### config.mk
export PLATFORM = sky130hd
export DESIGN_NAME = pam4_spec_dfe
export DESIGN_NICKNAME = d
export VERILOG_FILES = /design/src/rtl/pam4_dfe_pkg.sv /design/src/rtl/pam4_dfe_cfg.sv /design/src/rtl/pam4_dfe_cand.sv /design/src/rtl/pam4_dfe_select.sv /design/src/rtl/pam4_spec_dfe.sv
export SDC_FILE = /design/constraint.sdc
export NUM_CORES = 2
export LEC_CHECK = 0
export BUFFER_PORTS_ARGS = -buffer_cell sky130_fd_sc_hd__buf_4
export CORE_AREA = 2 2 440 398
export CTS_BUF_LIST = sky130_fd_sc_hd__clkbuf_2
export CTS_CLUSTER_DIAMETER = 100
export DETAILED_ROUTE_END_ITERATION = 8
export DIE_AREA = 0 0 442 400
export SLEW_MARGIN = 20
export SYNTH_ARGS = -nofsm -noshare
export SYNTH_HDL_FRONTEND = slang
export SYNTH_SLANG_ARGS = --single-unit
### constraint.sdc
create_clock -name clk -period 13.9 [get_ports clk]
set_clock_uncertainty 0.05 [all_clocks]
set_input_delay 2.78 -clock clk [delete_from_list [all_inputs] [get_ports clk]]
set_output_delay 2.78 -clock clk [all_outputs]
set_load 0.01 [all_outputs]
### src/rtl/pam4_dfe_pkg.sv
// Shared types and helpers for the speculative four-level equalizer.
// Assumes: symbol codes are 2 bits, and code order follows level order.
package pam4_dfe_pkg;

    localparam int NCAND = 16;   // candidate pairs of prior symbols (4 x 4)

    typedef enum logic [2:0] {
        SEL_TAP1    = 3'd0,
        SEL_TAP2    = 3'd1,
        SEL_THR_LO  = 3'd2,
        SEL_THR_MID = 3'd3,
        SEL_THR_HI  = 3'd4
    } cfg_sel_e;

    // Signed level of a symbol code: 00 -3, 01 -1, 10 +1, 11 +3.
    function automatic logic signed [2:0] sym_level(input logic [1:0] code);
        case (code)
            2'b00:   return -3'sd3;
            2'b01:   return -3'sd1;
            2'b10:   return 3'sd1;
            default: return 3'sd3;
        endcase
    endfunction

endpackage

### src/rtl/pam4_dfe_cfg.sv
// Settings register file: two tap weights and three slicer thresholds.
// Assumes: one write per cycle; unused select codes are dropped.
module pam4_dfe_cfg
    import pam4_dfe_pkg::*;
#(
    parameter int TW         = 6,
    parameter int CW         = 8,
    parameter int THR_LO_RST = -8,
    parameter int THR_MD_RST = 0,
    parameter int THR_HI_RST = 8
) (
    input  logic                 clk,
    input  logic                 rst_n,
    input  logic                 cfg_wr,
    input  logic [2:0]           cfg_sel,
    input  logic [CW-1:0]        cfg_data,
    output logic signed [TW-1:0] tap1,
    output logic signed [TW-1:0] tap2,
    output logic signed [CW-1:0] thr_lo,
    output logic signed [CW-1:0] thr_mid,
    output logic signed [CW-1:0] thr_hi
);

    // Reset to defaults, then load the selected register on a write.
    always_ff @(posedge clk) begin
        if (!rst_n) begin
            tap1    <= '0;
            tap2    <= '0;
            thr_lo  <= CW'(THR_LO_RST);
            thr_mid <= CW'(THR_MD_RST);
            thr_hi  <= CW'(THR_HI_RST);
        end else if (cfg_wr) begin
            case (cfg_sel)
                SEL_TAP1:    tap1    <= cfg_data[TW-1:0];
                SEL_TAP2:    tap2    <= cfg_data[TW-1:0];
                SEL_THR_LO:  thr_lo  <= cfg_data;
                SEL_THR_MID: thr_mid <= cfg_data;
                SEL_THR_HI:  thr_hi  <= cfg_data;
                default:     ;
            endcase
        end
    end

    AST_TAP1_WRITE: assert property (@(posedge clk) disable iff (!rst_n)
        (cfg_wr && cfg_sel == 3'(SEL_TAP1)) |=> (tap1 == $past(cfg_data[TW-1:0])));

    AST_BAD_SEL_IGNORED: assert property (@(posedge clk) disable iff (!rst_n)
        (cfg_wr && cfg_sel > 3'(SEL_THR_HI)) |=>
        ($stable(tap1) && $stable(tap2) && $stable(thr_lo) && $stable(thr_mid) && $stable(thr_hi)));

endmodule

### src/rtl/pam4_dfe_cand.sv
// One lane of speculation: forms all 16 equalized candidates for the
// possible (previous, second previous) symbol pairs and slices each one.
// Assumes: SW+TW+3 bits hold every candidate and every sign-extended threshold.
module pam4_dfe_cand
    import pam4_dfe_pkg::*;
#(
    parameter int SW = 6,
    parameter int TW = 6,
    parameter int CW = 8
) (
    input  logic signed [SW-1:0]       sample,
    input  logic signed [TW-1:0]       tap1,
    input  logic signed [TW-1:0]       tap2,
    input  logic signed [CW-1:0]       thr_lo,
    input  logic signed [CW-1:0]       thr_mid,
    input  logic signed [CW-1:0]       thr_hi,
    output logic [NCAND-1:0][1:0]      dec
);

    localparam int AW = SW + TW + 3;

    logic signed [AW-1:0] smp_w, t1_w, t2_w, lo_w, md_w, hi_w;

    // Sign-extend every operand to the common arithmetic width.
    always_comb begin
        smp_w = AW'(sample);
        t1_w  = AW'(tap1);
        t2_w  = AW'(tap2);
        lo_w  = AW'(thr_lo);
        md_w  = AW'(thr_mid);
        hi_w  = AW'(thr_hi);
    end

    for (genvar p1 = 0; p1 < 4; p1++) begin : g_p1
        for (genvar p2 = 0; p2 < 4; p2++) begin : g_p2
            logic signed [AW-1:0] cand;
            assign cand = smp_w
                        - t1_w * AW'(sym_level(2'(p1)))
                        - t2_w * AW'(sym_level(2'(p2)));
            assign dec[p1*4 + p2] = (cand >= hi_w) ? 2'd3 :
                                    (cand >= md_w) ? 2'd2 :
                                    (cand >= lo_w) ? 2'd1 : 2'd0;
        end
    end

endmodule

### src/rtl/pam4_dfe_select.sv
// Selection chain: lane 0 picks with the stored history, and each later lane
// picks with the decisions just made by the lanes before it. Registers the
// outputs and updates the history from the last two lanes.
// Assumes: LANES >= 2; candidate index = {prev code, second-prev code}.
module pam4_dfe_select
    import pam4_dfe_pkg::*;
#(
    parameter int LANES = 4
) (
    input  logic                              clk,
    input  logic                              rst_n,
    input  logic                              spec_vld,
    input  logic [LANES-1:0][NCAND-1:0][1:0]  spec,
    output logic                              out_valid,
    output logic [2*LANES-1:0]                out_syms
);

    logic [1:0]         hist1, hist2;   // latest and second-latest decision
    logic [2*LANES-1:0] lane_dec;

    for (genvar i = 0; i < LANES; i++) begin : g_ln
        logic [1:0] prev1, prev2, dec;
        if (i == 0) begin : g_first
            assign prev1 = hist1;
            assign prev2 = hist2;
        end else if (i == 1) begin : g_second
            assign prev1 = g_ln[0].dec;
            assign prev2 = hist1;
        end else begin : g_rest
            assign prev1 = g_ln[i-1].dec;
            assign prev2 = g_ln[i-2].dec;
        end
        assign dec = spec[i][{prev1, prev2}];
        assign lane_dec[2*i +: 2] = dec;
    end

    // Register decisions and carry the last two into the next cycle.
    always_ff @(posedge clk) begin
        if (!rst_n) begin
            out_valid <= 1'b0;
            out_syms  <= '0;
            hist1     <= 2'b01;
            hist2     <= 2'b01;
        end else begin
            out_valid <= spec_vld;
            if (spec_vld) begin
                out_syms <= lane_dec;
                hist1    <= lane_dec[2*(LANES-1) +: 2];
                hist2    <= lane_dec[2*(LANES-2) +: 2];
            end
        end
    end

    AST_RESET_STATE: assert property (@(posedge clk)
        !rst_n |=> (!out_valid && hist1 == 2'b01 && hist2 == 2'b01));

    AST_VALID_FOLLOWS: assert property (@(posedge clk) disable iff (!rst_n)
        spec_vld |=> out_valid);

    AST_IDLE_HOLD: assert property (@(posedge clk) disable iff (!rst_n)
        !spec_vld |=> (!out_valid && $stable(out_syms) && $stable(hist1) && $stable(hist2)));

endmodule

### src/rtl/pam4_spec_dfe.sv
// Top: quarter-rate speculative two-tap equalizer for four-level symbols.
// Stage 1 slices all candidates per lane and registers them; stage 2 runs
// the selection chain. Latency from in_valid to out_valid is 2 cycles.
// Assumes: lane 0 holds the earliest symbol of each parallel word.
module pam4_spec_dfe
    import pam4_dfe_pkg::*;
#(
    parameter int LANES = 4,
    parameter int SW    = 6,
    parameter int TW    = 6,
    parameter int CW    = 8
) (
    input  logic                  clk,
    input  logic                  rst_n,
    input  logic                  in_valid,
    input  logic [LANES*SW-1:0]   in_samples,
    input  logic                  cfg_wr,
    input  logic [2:0]            cfg_sel,
    input  logic [CW-1:0]         cfg_data,
    output logic                  out_valid,
    output logic [2*LANES-1:0]    out_syms
);

    logic signed [TW-1:0]             tap1, tap2;
    logic signed [CW-1:0]             thr_lo, thr_mid, thr_hi;
    logic [LANES-1:0][NCAND-1:0][1:0] spec_d, spec_q;
    logic                             spec_vld;

    pam4_dfe_cfg #(.TW(TW), .CW(CW)) u_cfg (
        .clk(clk), .rst_n(rst_n), .cfg_wr(cfg_wr), .cfg_sel(cfg_sel),
        .cfg_data(cfg_data), .tap1(tap1), .tap2(tap2),
        .thr_lo(thr_lo), .thr_mid(thr_mid), .thr_hi(thr_hi)
    );

    for (genvar i = 0; i < LANES; i++) begin : g_lane
        pam4_dfe_cand #(.SW(SW), .TW(TW), .CW(CW)) u_cand (
            .sample(in_samples[i*SW +: SW]), .tap1(tap1), .tap2(tap2),
            .thr_lo(thr_lo), .thr_mid(thr_mid), .thr_hi(thr_hi),
            .dec(spec_d[i])
        );
    end

    // Stage-1 register: hold the sliced candidates of the accepted word.
    always_ff @(posedge clk) begin
        if (!rst_n) begin
            spec_vld <= 1'b0;
            spec_q   <= '0;
        end else begin
            spec_vld <= in_valid;
            if (in_valid) spec_q <= spec_d;
        end
    end

    pam4_dfe_select #(.LANES(LANES)) u_sel (
        .clk(clk), .rst_n(rst_n), .spec_vld(spec_vld), .spec(spec_q),
        .out_valid(out_valid), .out_syms(out_syms)
    );

    AST_STAGE_HOLD: assert property (@(posedge clk) disable iff (!rst_n)
        !in_valid |=> (!spec_vld && $stable(spec_q)));

endmodule

After elaboration in Yosys (flattened, before gate mapping)
Cells that the tools add are included.
{ "word_totals": {"mem_count": 0, "word_cells": 566, "rom_bits": 0, "regBits": 178, "ram_bits": 0, "latch_bits": 0, "output_inout_bits": 9} }
{ "op_classes": {"bitwise_logic": 0, "reduce_logical": 6, "shifts": 0, "muxes": 200, "div": 0, "mul": 4, "eq_ne": 4, "n_lt_le_gt_ge": 196, "add_sub_neg": 82} }
{ "ops": {"columns": ["operator", "n"], "rows": [
  ["$ge A15 B8 Y1", 192],
  ["$mux W2", 132],
  ["$sub A10 B9 Y11", 16],
  ["$sub A10 B15 Y15", 8],
  ["$sub A15 B9 Y15", 8],
  ["$sub A10 B6 Y11", 8],
  ["$sub A6 B9 Y10", 8],
  ["$sub A7 B9 Y10", 8],
  ["$mux W1", 64],
  ["$sub A15 B15 Y15", 4],
  ["$sub A15 B6 Y15", 4],
  ["$sub A6 B15 Y15", 4],
  ["$sub A7 B15 Y15", 4],
  ["$mul A6 B3 Y9 const B", 4],
  ["$bmux W2 S4", 4],
  ["$sub A7 B6 Y8", 4],
  ["$neg A6 Y15", 2],
  ["$sub A6 B6 Y7", 4],
  ["$lt A4 B5 Y1 const B", 4],
  ["$reduce_and A2 Y1", 5],
  ["$eq A3 B2 Y1 const B", 2],
  ["$eq A3 B1 Y1 const B", 1],
  ["$eq A3 B3 Y1 const B", 1],
  ["$logic_not A3 Y1", 1]
]} }

Longest topological paths before layout
{ "logic_depth": {"depth_word": 8, "depth_mapped": 31, "mapped_depth_nobuf": 31} }

By module
A second synthesis with hierarchy kept.
{ "hier_totals": {"cells_unflattened": 11593, "hier_area_um2": 94257.9} }
{ "by_module_without_submodules": {"columns": ["mod", "area_each_um2", "cells_per_inst", "seq_area_each_um2", "instances"], "rows": [
  ["pam4_dfe_cand (g_lane[2].u_cand)", 21714.6, 2758, 0.0, 1],
  ["pam4_dfe_cand (g_lane[0].u_cand)", 21645.8, 2740, 0.0, 1],
  ["pam4_dfe_cand (g_lane[1].u_cand)", 21516.9, 2696, 0.0, 1],
  ["pam4_dfe_cand (g_lane[3].u_cand)", 21334.2, 2679, 0.0, 1],
  ["pam4_spec_dfe", 4986.0, 415, 2582.5, 1],
  ["pam4_dfe_select", 1665.3, 169, 220.2, 1],
  ["pam4_dfe_cfg", 1395.1, 136, 720.7, 1]
]} }

Worst setup path before layout
Ideal clock, no wire load.
{ "synth_timing": {"path_type": "register -> register", "start": "register u_cfg.tap2[5]", "end": "register spec_q[110] in the netlist's numbering", "stages_incl_launch_ff": 27, "path_slack_ns": 3.620, "t_arrival_ns": 10.098, "path_buffers": 2, "cell_sequence": "dfxtp_1 > clkbuf_1 > inv_1 > buf_1 > ha_1 > ha_1 > o21ai_0 > nand2b_1 > nand2_1 > xnor2_1 > ha_1 > and3_1 > a21oi_1 > nand3_1 > a31o_2 > a21oi_1 > xnor2_1 > xnor2_1 > ha_1 > nand2_1 > nor3_1 > o21ai_0 > a21oi_1 > nor3_1 > or2_2 > a221oi_1 > a21oi_1"} }
{ "synth_between": {"elab_chain_len": 6} }
{ "synth_lines": {"columns": ["element", "line", "text"], "rows": [
  ["from (decl)", "pam4_dfe_cfg.sv:18", "output logic signed [TW-1:0] tap2,"],
  ["from (signal assigned)", "pam4_dfe_cfg.sv:35", "SEL_TAP2: tap2 <= cfg_data[TW-1:0];"],
  ["$mul A6 B3 Y9 (*)", "pam4_dfe_cand.sv:39", "- t2_w * AW'(sym_level(2'(p2)));"],
  ["$sub A15 B9 Y15 (*)", "pam4_dfe_cand.sv:39", null],
  ["$ge A15 B8 Y1", "pam4_dfe_cand.sv:42", "(cand >= lo_w) ? 2'd1 : 2'd0;"],
  ["$mux W1", "pam4_dfe_cand.sv:42", null],
  ["$mux W2", "pam4_dfe_cand.sv:41", "(cand >= md_w) ? 2'd2 :"],
  ["$mux W2 (*)", "pam4_dfe_cand.sv:40", "assign dec[p1*4 + p2] = (cand >= hi_w) ? 2'd3 :"],
  ["to (signal assigned)", "pam4_spec_dfe.sv:50", "if (in_valid) spec_q <= spec_d;"],
  ["to (decl)", "pam4_spec_dfe.sv:26", "logic [LANES-1:0][NCAND-1:0][1:0] spec_d, spec_q;"]
]} }
Every way passes the cells marked *; elsewhere a longest branch is shown, timed or not.
A chain may end at the register's enable or synchronous reset.

Worst setup path after layout
{ "layout_timing": {"start": "register u_cfg.tap1[0]", "end": "register spec_q[105] in the netlist's numbering"} }
{ "layout_between": {"elab_chain_len": 6} }
{ "layout_lines": {"columns": ["element", "line", "text"], "rows": [
  ["from (decl)", "pam4_dfe_cfg.sv:17", "output logic signed [TW-1:0] tap1,"],
  ["from (signal assigned)", "pam4_dfe_cfg.sv:34", "SEL_TAP1: tap1 <= cfg_data[TW-1:0];"],
  ["$neg A6 Y15 (not written as such) (*)", "pam4_dfe_cand.sv:38", "- t1_w * AW'(sym_level(2'(p1)))"],
  ["$sub A6 B15 Y15 (*)", "pam4_dfe_cand.sv:38", null],
  ["$sub A15 B9 Y15 (*)", "pam4_dfe_cand.sv:39", null],
  ["$ge A15 B8 Y1", "pam4_dfe_cand.sv:41", null],
  ["$mux W2", "pam4_dfe_cand.sv:41", null],
  ["$mux W2 (*)", "pam4_dfe_cand.sv:40", null]
]} }
Marks and branches as above.

==> flow_summary.json <==
{
  "design_area_um2": 88700,
  "die_area_um2": 177000,
  "powerDensity_nw_per_um2": 198,
  "area_delta_synth_final_pct": 5.51,
  "clkTransAtPathRegs_ps": 440,
  "path_max_fanout": 8,
  "routed_wl_mm": 331,
  "final_util_pct": 51.4,
  "required_ps": 15240,
  "worstSetupEndpointType": "flop",
  "p_leak_nw": 40.9,
  "critPathArrivalTime_ps": 9770,
  "layout.cells.most_common_list": "ha_1, a21oi_1, o21ai_0, a21o_1, nor2_1",
  "maxSlewViolCount": 0,
  "ys_warn_count": 0,
  "rows": 145,
  "start_util_pct": 48.7,
  "grt_antenna_before_repair": 24,
  "finalCritPeriodShare_pct": 60.7,
  "drc": 0,
  "ys_types": 90,
  "cp-start-kind": "flop",
  "rsz0062_at_grt": "false",
  "setup-violations-final": 0,
  "slew_headroom_pct": 17.6,
  "ys.flop_type": "dfxtp_1",
  "h-tree-depth": 4,
  "viasPerCell": 6.46,
  "ys_async_sr_fraction_pct": 0,
  "synth_cells": 10282,
  "fin_total_pwr_w": 0.0176,
  "wl_per_cell_um": 26.0,
  "port_buffers": 47,
  "met1_usage_pct": 47.2,
  "grt.busiest_layer": "met2",
  "cts_tree": "done",
  "crit_path_frequent_cell": "ha_1",
  "ioPinCount": 48,
  "cts_setup_buffers": 0,
  "finalSetupTns_ps": 0,
  "globalRouteMet3Util_pct": 5.91,
  "fp.dieH_um": 400,
  "coreArea_um2": 173000,
  "ys_ff_latch": 176,
  "layout.nets": 13324,
  "syn_area_um2": 84100,
  "clk_latency_ps": 1540,
  "drt.antenna.violating_nets": 0,
  "clock_tree.buffer_depth": 2,
  "ys_seq_area_share_pct": 4.19,
  "ir_drop_uv": 162,
  "hold_path.class": "flop to flop",
  "dpl_cell_area_um2": 88400,
  "die_w_um": 442,
  "cts-root-buf": "clkbuf_2",
  "grt.met2_usage_pct": 57.3,
  "fin_crit_ps": 8430,
  "layout_commonest_cell": "ha_1",
  "grt_overflow_total": 0,
  "grtUsageTotal_pct": 36.3,
  "worst_slew_pin_slew_ps": 1230,
  "dr.first_iter.drc_count": 7045,
  "grt_max_degree": 129,
  "place_congestion": 0.984,
  "synth_edf_count": 0,
  "crit_slowest_cell": "dfxtp_1",
  "drive_above_1_share_pct": 3.90,
  "synth_fp_nets": 13202,
  "grt_pass1_wl_mm": 488,
  "syn_avg_cell_area_um2": 8.18,
  "timing.fmax_mhz": 119,
  "critPathMaxStageDelay_ps": 1100,
  "holdBufCountCts": 0,
  "grt_pass1_vias": 78063,
  "vias": 82127,
  "cts_buffers": 17,
  "maxCapViolations": 0,
  "critPathKind": "flop to flop",
  "postCtsResizedCells": 0,
  "clock-sinks": 176,
  "drt_first_pass_iters": 5,
  "status": "finished, final reports clean",
  "finalHoldViolCount": 0,
  "dpl.hpwl_mm": 248
}
## path summary, 6_finish.rpt
path / slack (ps) / from / depth (start not counted) / to
worst max register to register: 5470 / u_cfg.tap1[0] / 31 / spec_q[105]
worst max-delay path: 5470 / u_cfg.tap1[0] / 31 / spec_q[105]
worst min register to register: 420 / u_cfg.thr_lo[1] / 2 / u_cfg.thr_lo[1]
worst min-delay path: 420 / u_cfg.thr_lo[1] / 2 / u_cfg.thr_lo[1]
## where the power goes
part           internal [W]  leakage [nW]  switching, W
clock network     0.0000675         0.153      0.000336
logic               0.00698          39.3       0.00941
registers          0.000626          1.46      0.000151
## metrics by stage
stage                     setup WS (ps)  hold WS (ps)  instances
final                              5470           421      12717
after global routing               5190           442      12708
after CTS                          5840           422      12695
after detailed placement           4990           398      12663
after global placement             5120           392      12663
after floorplan                    3620           386      10282
## Yosys cell counts, types with 18 or more instances
cell type  number  area (µm²)
o21ai_0       747        3740
o21a_1        399        3000
o21bai_1       86         646
nand2b_1      274        1710
o221ai_1       22         193
and2_1         46         288
o221a_2        19         214
fa_1           30         601
clkbuf_1       88         330
nand4_1       273        1710
nor4_1         33         206
inv_1         477        1790
or2_2          34         213
nor2b_1       343        2150
a21o_1        616        4620
a211oi_1       61         458
xnor2_1       510        4470
mux2i_1        56         561
o31ai_1        23         173
o211ai_1       61         458
o2111ai_1      18         158
ha_1         2851       35700
mux2_2         31         349
nor3_1        197         986
a31oi_1        39         244
o41ai_1        40         350
nand3_1       189         946
a21oi_1       930        4650
a311oi_1       56         490
nor2_1        532        2000
xor2_1        208        1820
nand2_1       378        1420
a21boi_0       77         578
or3_1          51         319
dfxtp_1       176        3520
## logic make-up after synthesis
group           Yosys count  share of synthesized area (%)
mux                     115                           1.83
buf+inv                 581                           2.68
xor+xnor                719                           7.51
fa+ha+maj              2887                           43.2
simple gates           2446                           15.1
flops                   176                           4.19
compound gates         3358                           25.5
## sequential cells by signal, indices dropped and copies added, names as in the netlist, 6 cells and up
register	flops
spec_q	128
u_cfg.tap1	6
u_cfg.tap2	6
u_cfg.thr_hi	8
u_cfg.thr_lo	8
u_cfg.thr_mid	8
u_sel.out_syms	8
## critical path, delay by kind of cell, from the launching register on
kind	cells	cell delay, ps
AO/OA/AOI/OAI	14	2550
adder cells (fa/ha/maj)	4	1520
multiplexers	1	270
XOR/XNOR	3	890
buffers and inverters	3	1100
AND/OR/NAND/NOR	6	850
flip-flops	1	1100
## layout make-up
cell class,instances,area [µm²]
fillers,16375,83900
multi-input cells,9525,78500
flip-flops and latches,176,3520
well taps,2278,2850
inverters,479,1850
repair buffers,205,1610
clock inverters,15,174
clock buffers,17,85.1
diodes,22,55.1
## layer usage
metal | up-vias | part of all wire (%)
li1 | 39318 | -
met1 | 38837 | 43
met2 | 3166 | 42
met3 | 800 | 8.2
met4 | 6 | 6.2
met5 | - | 0.011
Power figures use the tool's default switching activity.
